[src/rtl/bc_pkg.sv]
package bc_pkg;
    typedef enum logic [2:0] {
        ACT_IDLE,
        ACT_WAIT,
        ACT_STALE,
        ACT_HOLD,
        ACT_REDIRECT,
        ACT_ISSUE
    } bc_act_e;
endpackage

[src/rtl/bc_word_select.sv]
module bc_word_select #(
    parameter int WORD_W     = 12,
    parameter int LINE_WORDS = 4,
    localparam int OFS_W     = $clog2(LINE_WORDS)
) (
    input  logic [LINE_WORDS*WORD_W-1:0] line_i,
    input  logic [OFS_W-1:0]             ofs_i,
    output logic [WORD_W-1:0]            word_o
);
    logic [WORD_W-1:0] words [LINE_WORDS];

    for (genvar gi = 0; gi < LINE_WORDS; gi++) begin : g_unpack
        assign words[gi] = line_i[gi*WORD_W +: WORD_W];
    end

    always_comb begin
        word_o = words[0];
        for (int i = 0; i < LINE_WORDS; i++) begin
            if (ofs_i == OFS_W'(i)) word_o = words[i];
        end
    end
endmodule

[src/rtl/bc_restart_slot.sv]
module bc_restart_slot #(
    parameter int PC_W  = 12,
    parameter int GEN_W = 3
) (
    input  logic             clk,
    input  logic             rst_n,
    input  logic             push_i,
    input  logic [PC_W-1:0]  push_pc_i,
    input  logic [GEN_W-1:0] push_gen_i,
    input  logic             ready_i,
    output logic             free_o,
    output logic             valid_o,
    output logic [PC_W-1:0]  pc_o,
    output logic [GEN_W-1:0] gen_o
);
    typedef struct packed {
        logic             valid;
        logic [PC_W-1:0]  pc;
        logic [GEN_W-1:0] gen;
    } slot_t;

    slot_t slot_d, slot_q;

    always_comb begin
        slot_d = slot_q;
        if (slot_q.valid && ready_i) slot_d.valid = 1'b0;
        if (push_i) begin
            slot_d.valid = 1'b1;
            slot_d.pc    = push_pc_i;
            slot_d.gen   = push_gen_i;
        end
    end

    always_ff @(posedge clk) begin
        if (!rst_n) slot_q <= '0;
        else        slot_q <= slot_d;
    end

    assign free_o  = !slot_q.valid || ready_i;
    assign valid_o = slot_q.valid;
    assign pc_o    = slot_q.pc;
    assign gen_o   = slot_q.gen;

    p_held_until_taken_r8: assert property (@(posedge clk) disable iff (!rst_n)
        (slot_q.valid && !ready_i) |=> (slot_q.valid && $stable(slot_q.pc) && $stable(slot_q.gen)));

    p_no_overwrite_r8: assert property (@(posedge clk) disable iff (!rst_n)
        push_i |-> (!slot_q.valid || ready_i));

    p_reload_on_take_r9: assert property (@(posedge clk) disable iff (!rst_n)
        (slot_q.valid && ready_i && push_i) |=> slot_q.valid);
endmodule

[src/rtl/bc_ctrl.sv]
module bc_ctrl
    import bc_pkg::*;
#(
    parameter int PC_W          = 12,
    parameter int GEN_W         = 3,
    parameter int OFS_W         = 2,
    parameter logic [PC_W-1:0] RESET_PC = '0
) (
    input  logic             clk,
    input  logic             rst_n,
    input  logic             halted_i,
    input  logic             bnd_valid_i,
    input  logic [GEN_W-1:0] bnd_gen_i,
    input  logic [PC_W-1:0]  bnd_pc_i,
    input  logic             nxt_valid_i,
    input  logic [PC_W-1:0]  nxt_pc_i,
    input  logic             slot_free_i,
    output logic [PC_W-1:0]  pc_o,
    output logic [GEN_W-1:0] gen_o,
    output bc_act_e          act_o,
    output logic             discard_o,
    output logic             issue_o,
    output logic             push_o
);
    typedef struct packed {
        logic [PC_W-1:0]  pc;
        logic [GEN_W-1:0] gen;
        logic             wait_nxt;
    } ctl_t;

    ctl_t st_d, st_q;
    logic same_line;

    assign same_line = (bnd_pc_i >> OFS_W) == (st_q.pc >> OFS_W);

    always_comb begin
        st_d      = st_q;
        act_o     = ACT_IDLE;
        discard_o = 1'b0;
        issue_o   = 1'b0;
        push_o    = 1'b0;
        if (st_q.wait_nxt) begin
            act_o = ACT_WAIT;
            if (nxt_valid_i) begin
                st_d.pc       = nxt_pc_i;
                st_d.wait_nxt = 1'b0;
                discard_o     = (nxt_pc_i >> OFS_W) != (st_q.pc >> OFS_W);
            end
        end else if (!halted_i && bnd_valid_i) begin
            if (bnd_gen_i != st_q.gen) begin
                act_o     = ACT_STALE;
                discard_o = 1'b1;
            end else if (!same_line) begin
                if (slot_free_i) begin
                    act_o     = ACT_REDIRECT;
                    st_d.gen  = st_q.gen + GEN_W'(1);
                    discard_o = 1'b1;
                    push_o    = 1'b1;
                end else begin
                    act_o = ACT_HOLD;
                end
            end else begin
                act_o         = ACT_ISSUE;
                issue_o       = 1'b1;
                st_d.wait_nxt = 1'b1;
            end
        end
    end

    always_ff @(posedge clk) begin
        if (!rst_n) begin
            st_q.pc       <= RESET_PC;
            st_q.gen      <= '0;
            st_q.wait_nxt <= 1'b0;
        end else begin
            st_q <= st_d;
        end
    end

    assign pc_o  = st_q.pc;
    assign gen_o = st_q.gen;

    p_stale_no_effect_r2: assert property (@(posedge clk) disable iff (!rst_n)
        (!st_q.wait_nxt && !halted_i && bnd_valid_i && bnd_gen_i != st_q.gen)
        |=> ($stable(st_q.gen) && $stable(st_q.pc)));

    p_gen_steps_r3: assert property (@(posedge clk) disable iff (!rst_n)
        push_o |=> (st_q.gen == $past(st_q.gen) + GEN_W'(1)));

    p_halt_idle_r7: assert property (@(posedge clk) disable iff (!rst_n)
        (halted_i && !st_q.wait_nxt) |-> (!discard_o && !issue_o && !push_o));

    p_one_word_per_pc_r11: assert property (@(posedge clk) disable iff (!rst_n)
        st_q.wait_nxt |-> !issue_o);

    p_pc_moves_by_exec_r5: assert property (@(posedge clk) disable iff (!rst_n)
        !st_q.wait_nxt |=> (st_q.pc == $past(st_q.pc)));
endmodule

[src/rtl/bundle_consumer.sv]
module bundle_consumer
    import bc_pkg::*;
#(
    parameter int PC_W       = 12,
    parameter int WORD_W     = 12,
    parameter int LINE_WORDS = 4,
    parameter int GEN_W      = 3,
    parameter logic [PC_W-1:0] RESET_PC = '0
) (
    input  logic                         clk,
    input  logic                         rst_n,
    input  logic                         halted_i,
    input  logic                         bnd_valid_i,
    input  logic [GEN_W-1:0]             bnd_gen_i,
    input  logic [PC_W-1:0]              bnd_pc_i,
    input  logic [LINE_WORDS*WORD_W-1:0] bnd_data_i,
    input  logic                         nxt_valid_i,
    input  logic [PC_W-1:0]              nxt_pc_i,
    input  logic                         rst_ready_i,
    output logic                         bnd_discard_o,
    output logic                         word_valid_o,
    output logic [WORD_W-1:0]            word_o,
    output logic [PC_W-1:0]              word_pc_o,
    output logic                         rst_valid_o,
    output logic [PC_W-1:0]              rst_pc_o,
    output logic [GEN_W-1:0]             rst_gen_o
);
    localparam int OFS_W = $clog2(LINE_WORDS);

    logic [PC_W-1:0]  pc_q;
    logic [GEN_W-1:0] gen_q;
    logic [GEN_W-1:0] gen_next;
    bc_act_e          act;
    logic             push, issue, slot_free;

    bc_ctrl #(
        .PC_W(PC_W), .GEN_W(GEN_W), .OFS_W(OFS_W), .RESET_PC(RESET_PC)
    ) u_ctrl (
        .clk(clk), .rst_n(rst_n), .halted_i(halted_i),
        .bnd_valid_i(bnd_valid_i), .bnd_gen_i(bnd_gen_i), .bnd_pc_i(bnd_pc_i),
        .nxt_valid_i(nxt_valid_i), .nxt_pc_i(nxt_pc_i),
        .slot_free_i(slot_free),
        .pc_o(pc_q), .gen_o(gen_q), .act_o(act),
        .discard_o(bnd_discard_o), .issue_o(issue), .push_o(push)
    );

    assign gen_next = gen_q + GEN_W'(1);

    bc_restart_slot #(.PC_W(PC_W), .GEN_W(GEN_W)) u_slot (
        .clk(clk), .rst_n(rst_n),
        .push_i(push), .push_pc_i(pc_q), .push_gen_i(gen_next),
        .ready_i(rst_ready_i), .free_o(slot_free),
        .valid_o(rst_valid_o), .pc_o(rst_pc_o), .gen_o(rst_gen_o)
    );

    bc_word_select #(.WORD_W(WORD_W), .LINE_WORDS(LINE_WORDS)) u_sel (
        .line_i(bnd_data_i), .ofs_i(pc_q[OFS_W-1:0]), .word_o(word_o)
    );

    assign word_valid_o = issue;
    assign word_pc_o    = pc_q;

    p_restart_carries_pc_r3: assert property (@(posedge clk) disable iff (!rst_n)
        push |=> (rst_valid_o && rst_pc_o == $past(pc_q) && rst_gen_o == gen_q));

    p_issue_not_popped_r4: assert property (@(posedge clk) disable iff (!rst_n)
        word_valid_o |-> (!bnd_discard_o && act == ACT_ISSUE));
endmodule

[config.mk]
export PLATFORM = sky130hd
export DESIGN_NAME = bundle_consumer
export DESIGN_NICKNAME = d
export VERILOG_FILES = /design/src/rtl/bc_pkg.sv /design/src/rtl/bc_word_select.sv /design/src/rtl/bc_restart_slot.sv /design/src/rtl/bc_ctrl.sv /design/src/rtl/bundle_consumer.sv
export SDC_FILE = /design/constraint.sdc
export NUM_CORES = 1
export LEC_CHECK = 0
export ABC_AREA = 1
export BUFFER_PORTS_ARGS = -buffer_cell sky130_fd_sc_hd__buf_2
export CAP_MARGIN = 30
export CORE_MARGIN = 1
export CORE_UTILIZATION = 39
export CTS_CLUSTER_DIAMETER = 40
export DETAILED_ROUTE_END_ITERATION = 16
export GPL_ROUTABILITY_DRIVEN = 0
export GPL_TIMING_DRIVEN = 1
export PLACE_DENSITY = 0.84
export SLEW_MARGIN = 30
export SYNTH_ARGS = -nofsm -noshare
export SYNTH_HDL_FRONTEND = slang
export SYNTH_SLANG_ARGS = --single-unit
[constraint.sdc]
create_clock -name clk -period 1.6 [get_ports clk]
set_input_delay 0.4 -clock clk [delete_from_list [all_inputs] [get_ports clk]]
set_output_delay 0.4 -clock clk [all_outputs]
set_load 0.05 [all_outputs]
==> results of run 1 <==
[per-layer routing]
layer  vias up  global-route usage (%)  part of all wire [%]
li1       1301                       -                     -
met1      1243                   27.20                    41
met2       139                   45.66                    50
met3        24                   4.607                   6.6
met4         0                   8.595                   2.8
met5         -                       0                     0
[worst paths after layout]
path	end	depth (start not counted)	from	slack, ps
setup / recovery	bnd_discard_o	7	u_ctrl.pc_o[11]	-440
hold / removal	u_ctrl.pc_o[1]	3	nxt_pc_i[1]	410
setup reg to reg	u_ctrl.gen_o[0]	10	u_ctrl.pc_o[8]	-40
hold reg to reg	u_slot.gen_o[0]	2	u_slot.gen_o[0]	470
[what timing repair did]
action	CTS	global route
cloned	0	2
endpoints found under the setup margin	14	27
pin swaps	22	29
buffers inserted	7	6
resized for setup	91	59
hold buffers	0	0
[cell type report]
| type | instances | area, sq um | area share (%) |
|---|---|---|---|
| clock buffer | 6 | 82.58 | 2.145 |
| clock inverter | 2 | 10.01 | 0.2600 |
| inverter | 34 | 143.9 | 3.737 |
| multi-input combinational | 219 | 1563 | 40.59 |
| sequential | 32 | 663.1 | 17.22 |
| tap | 67 | 83.83 | 2.177 |
| timing repair buffer | 175 | 1304 | 33.86 |
[worst max-delay path, cell delays in order (launching register included)]
cell and delay [ps]:
dfxtp_1 430, xnor2_1 140, nand2_1 110, nor2_4 160
a21boi_1 90, o21bai_1 190, nand2_2 90, buf_6 160
[cell usage in the layout, fill, tap and decap left out, types with 10 or more instances in the layout]
cell type and n:
buf_2 105, nand2_1 52, buf_4 33, nor2_1 28
nand2_2 26, inv_1 23, a21oi_1 19, buf_6 18
dfxtp_1 18, o21ai_0 14, dfxtp_2 12, buf_8 10
[through the flow]
| step | hold WS (ps) | power, W | std cells | setup slack, ps | instance area (sq um) |
|---|---|---|---|---|---|
| 3_3_place_gp | 453.7 | 0.001175 | 513 | -216.3 | 3075 |
| 5_1_grt | 415.6 | 0.001970 | 535 | -498.4 | 3850 |
| 4_1_cts | 392.7 | 0.001880 | 528 | -391.7 | 3541 |
| 2_1_floorplan | 470.3 | 0.001030 | 308 | -7.056 | 2227 |
| 6_report | 405.7 | 0.001895 | 535 | -438.5 | 3850 |
| 3_5_place_dp | 461.1 | 0.001183 | 513 | -237.6 | 3075 |
[power by group]
part | total (W) | switching, W | internal (W) | leakage (nW)
clock | 0.000636 | 0.000293 | 0.000343 | 0.0510
combinational | 0.000453 | 0.000261 | 0.000192 | 1.56
sequential | 0.000806 | 0.00000456 | 0.000801 | 0.266
total | 0.00189 | 0.000559 | 0.00134 | 1.88
[registers in the layout (all words and copies together) (netlist names)]
name	flops
u_ctrl.st_q	1
u_slot.pc_o	12
u_ctrl.gen_o	3
u_slot.gen_o	3
u_ctrl.pc_o	12
u_slot.valid_o	1
[cell families after synthesis]
family                   after synthesis  share of synthesized area [%]
adder cells (fa/ha/maj)                1                         0.6138
AND/OR/NAND/NOR                      142                          30.69
flip-flops                            32                          31.43
buffers and inverters                 57                          14.43
AO/OA/AOI/OAI                         66                          18.54
XOR/XNOR                              10                          4.297
==> impl_metrics.yaml, run 1 <==
sta:
  setup_viol: 29
  relSlewSlack_pct: 74.94
  period_needed_ps: 2039
  finalHoldViolCount: 0
  max_freq_mhz: 490.5
  fin_skew_ps: 6.307
  tightestPinTransition_ps: 375.9
  final_max_slew_viol_count: 0
  fin_ws_ps: -438.5
  fin_tns_setup_ps: -3901
  rsz0062_at_grt: "true"
  fin_crit_sh_pct: 127.4
floorplan:
  coreArea_sq_mm: 0.004880
  die_w_microns: 74.29
  io_pins: 123
  start_util_pct: 41.77
  rows: 25
  die_y_microns: 74.29
  die_area_sq_mm: 0.005519
grt:
  grt_usage_pct: 24.30
  antenna_found_initial: 0
  grt_overflow_total: 0
  grt_pass1_wl_mm: 10.32
  first_global_vias: 2448
  grt_max_degree: 24
logic_synthesis:
  postSynthCellCount: 308
  ys_types: 35
  yosys.area.top_type: "dfxtp_1"
  synth_flop_cell: "dfxtp_1"
  synth_common_cells: "73 x nand2_1, 40 x nor2_1, 32 x dfxtp_1"
  synth_edf_count: 0
  syn_nets: 390
  synth_top_area_share_pct: 31.43
  synthTopCellsByArea: "dfxtp_1 31%, nand2_1 13%, o21ai_0 7.6%"
  yosysSeqAreaShare_pct: 31.43
  async_flop_share_pct: 0
  yosys.cell_count.top_type: "nand2_1"
  syn_avg_cell_area_sq_um: 6.618
  syn_area_sq_mm: 0.002038
  yosysWarningCount: 0
  synth-seq-cells: 32
cells_and_area:
  drive_gt1_share_pct: 61.75
  fillCellCount: 288
  areaGrowthSynthToFinish_pct: 88.89
  fin_nets: 549
  diodes: 0
  fin_util_pct: 78.90
place:
  dpl.hpwl_mm: 4.690
  portBuffers: 120
setup_path:
  path_class: "flop to output port"
  cp-end-kind: "output port"
  cp_max_fo: 4
  start_kind: "flop"
  required_ps: 1200
  arrival_ps: 1640
clock_network:
  clockBufferDepth: 2
  insertion_delay_ps: 280
  cts_sinks: 32
  cts_made_buffers: 5
  cts_tree: "built"
  ctsRootBufferMaster: "clkbuf_8"
  h-tree-depth: 2
  clk_pin_slew_ps: 70
route:
  ant_nets: 0
  first_pass_iters: 4
  wirelength_mm: 8.048
  dr_total_vias: 2707
  vias_per_cell: 5.060
  drt_iter0_drc: 73
  drc_errors: 0
  wl_per_cell_microns: 15.04
worst_hold_path:
  hp-class: "primary input to flop"
pwr:
  p_per_area_mw_per_mm2: 492.1
  ir_drop_mv: 0.4780
  p_leak_nw: 1.878
outcome:
  status: "complete, but fails checks"
  violations: "negative setup slack"
flow_run:
  cap_violations: 0
Note: power is estimated with default switching activity, not from simulation.
==> run 2: changes to the inputs <==
--- a/config.mk
+++ b/config.mk
@@ -8,6 +8,7 @@
 export ABC_AREA = 1
 export BUFFER_PORTS_ARGS = -buffer_cell sky130_fd_sc_hd__buf_2
 export CAP_MARGIN = 30
+export CORE_ASPECT_RATIO = 0.6
 export CORE_MARGIN = 1
 export CORE_UTILIZATION = 39
 export CTS_CLUSTER_DIAMETER = 40
==> impl_metrics.yaml, run 2 (same netlist as run 1, synthesis figures left out) <==
cells_and_area:
  drive_gt1_share_pct: 57.52
  fin_nets: 540
  final_common_cell: "buf_2"
  mostFrequentLayoutCells: "106 x buf_2, 58 x nand2_1, 34 x nor2_1"
  diodes: 0
  fin_util_pct: 76.42
  regArea_sq_um: 661.9
  multiInputGateArea_sq_mm: 0.001479
  areaGrowthSynthToFinish_pct: 80.05
  fillCellCount: 333
pwr:
  ir_drop_mv: 0.3379
  p_leak_nw: 1.801
  p_per_area_mw_per_mm2: 520.7
  power.total_w: 0.001911
route:
  first_pass_iters: 4
  wirelength_mm: 7.653
  dr_total_vias: 2602
  drt_iter0_drc: 118
  ant_nets: 0
  vias_per_cell: 4.985
  drc_errors: 0
  wl_per_cell_microns: 14.66
sta:
  period_needed_ps: 2024
  tightestPinTransition_ps: 386.2
  fin_ws_ps: -423.7
  max_freq_mhz: 494.1
  relSlewSlack_pct: 74.22
  setup_viol: 32
  finalHoldViolCount: 0
  fin_crit_sh_pct: 126.5
  fin_tns_setup_ps: -4511
  rsz0062_at_grt: "true"
  fin_skew_ps: 3.392
  final_max_slew_viol_count: 0
clock_network:
  clockBufferDepth: 2
  cts_tree: "built"
  cts_made_buffers: 5
  cts_sinks: 32
  insertion_delay_ps: 290
  ctsRootBufferMaster: "clkbuf_8"
  holdBufCountCts: 0
  h-tree-depth: 2
  clk_pin_slew_ps: 70
grt:
  first_global_vias: 2410
  antenna_found_initial: 0
  grt_usage_pct: 25.30
  grt_max_degree: 25
  grt_pass1_wl_mm: 10.74
  grt_overflow_total: 0
floorplan:
  coreArea_sq_mm: 0.004802
  rows: 19
  die_area_sq_mm: 0.005529
  die_y_microns: 58.00
  io_pins: 123
  die_w_microns: 95.33
  start_util_pct: 42.44
worst_hold_path:
  hp-class: "primary input to flop"
outcome:
  status: "complete, but fails checks"
  violations: "negative setup slack"
setup_path:
  start_kind: "flop"
  cp_max_fo: 4
  arrival_ps: 1620
  path_class: "flop to output port"
  cp-end-kind: "output port"
  required_ps: 1200
place:
  dp_slack_ps: -310.3
  portBuffers: 120
  dpl.hpwl_mm: 4.999
flow_run:
  cap_violations: 0
run 2: cell count changes in the layout (fill, tap and decap cells not counted), sizes merged:
cell,change
buf,-8
clkbuf,-1
run 2: path summary, 6_finish.rpt:
kind,start,endpoint,slack (ps),cells past startpoint
setup / recovery,u_ctrl.pc_o[5],bnd_discard_o,-420,10
hold / removal,nxt_valid_i,u_ctrl.pc_o[10],390,3
setup reg to reg,u_ctrl.pc_o[6],u_slot.pc_o[5],-70,11
hold reg to reg,u_slot.gen_o[0],u_slot.gen_o[0],470,2
run 2: critical path, stage by stage (launching register included):
cell and delay (ps):
dfxtp_2 360, inv_2 60, nand2_2 50, nand2_1 40
nor2_1 90, nand2_1 100, nor2_4 150, a21boi_1 80
o21bai_1 170, nand2_2 90, buf_8 150
run 2: final cells by class:
class / count / area share, %
inverters: 34 / 3.785
clock inverters: 2 / 0.2728
flip-flops and latches: 32 / 18.04
repair buffers: 166 / 33.21
well taps: 63 / 2.148
multi-input cells: 219 / 40.30
clock buffers: 6 / 2.250
run 2: report_power, final:
group / internal (W) / switching (W) / total, W
registers: 0.000799 / 0.00000467 / 0.000804
clock network: 0.000343 / 0.000323 / 0.000667
logic: 0.000192 / 0.000249 / 0.000440
total: 0.00133 / 0.000576 / 0.00191
run 2: per-layer routing:
layer	up-vias	wire length (microns)	GRT usage, %
met5	-	0	0
met4	0	193	7.143
met3	23	538	5.774
met2	114	3724	44.80
met1	1183	3198	30.86
li1	1282	-	-
run 2: through the flow:
| stage | hold slack [ps] | cells | cell area (sq um) |
|---|---|---|---|
| 2_1_floorplan | 470.3 | 308 | 2227 |
| 3_5_place_dp | 460.6 | 505 | 3053 |
| 3_3_place_gp | 453.4 | 505 | 3053 |
| 5_1_grt | 418.9 | 522 | 3670 |
| 6_report | 389.9 | 522 | 3670 |
| 4_1_cts | 400.6 | 518 | 3490 |
run 2: what timing repair did:
item / 4_1_cts / 5_1_grt
cloned: 0 / 3
pin swaps: 13 / 11
endpoints found under the setup margin: 14 / 33
setup buffers: 5 / 1
resized for setup: 83 / 34
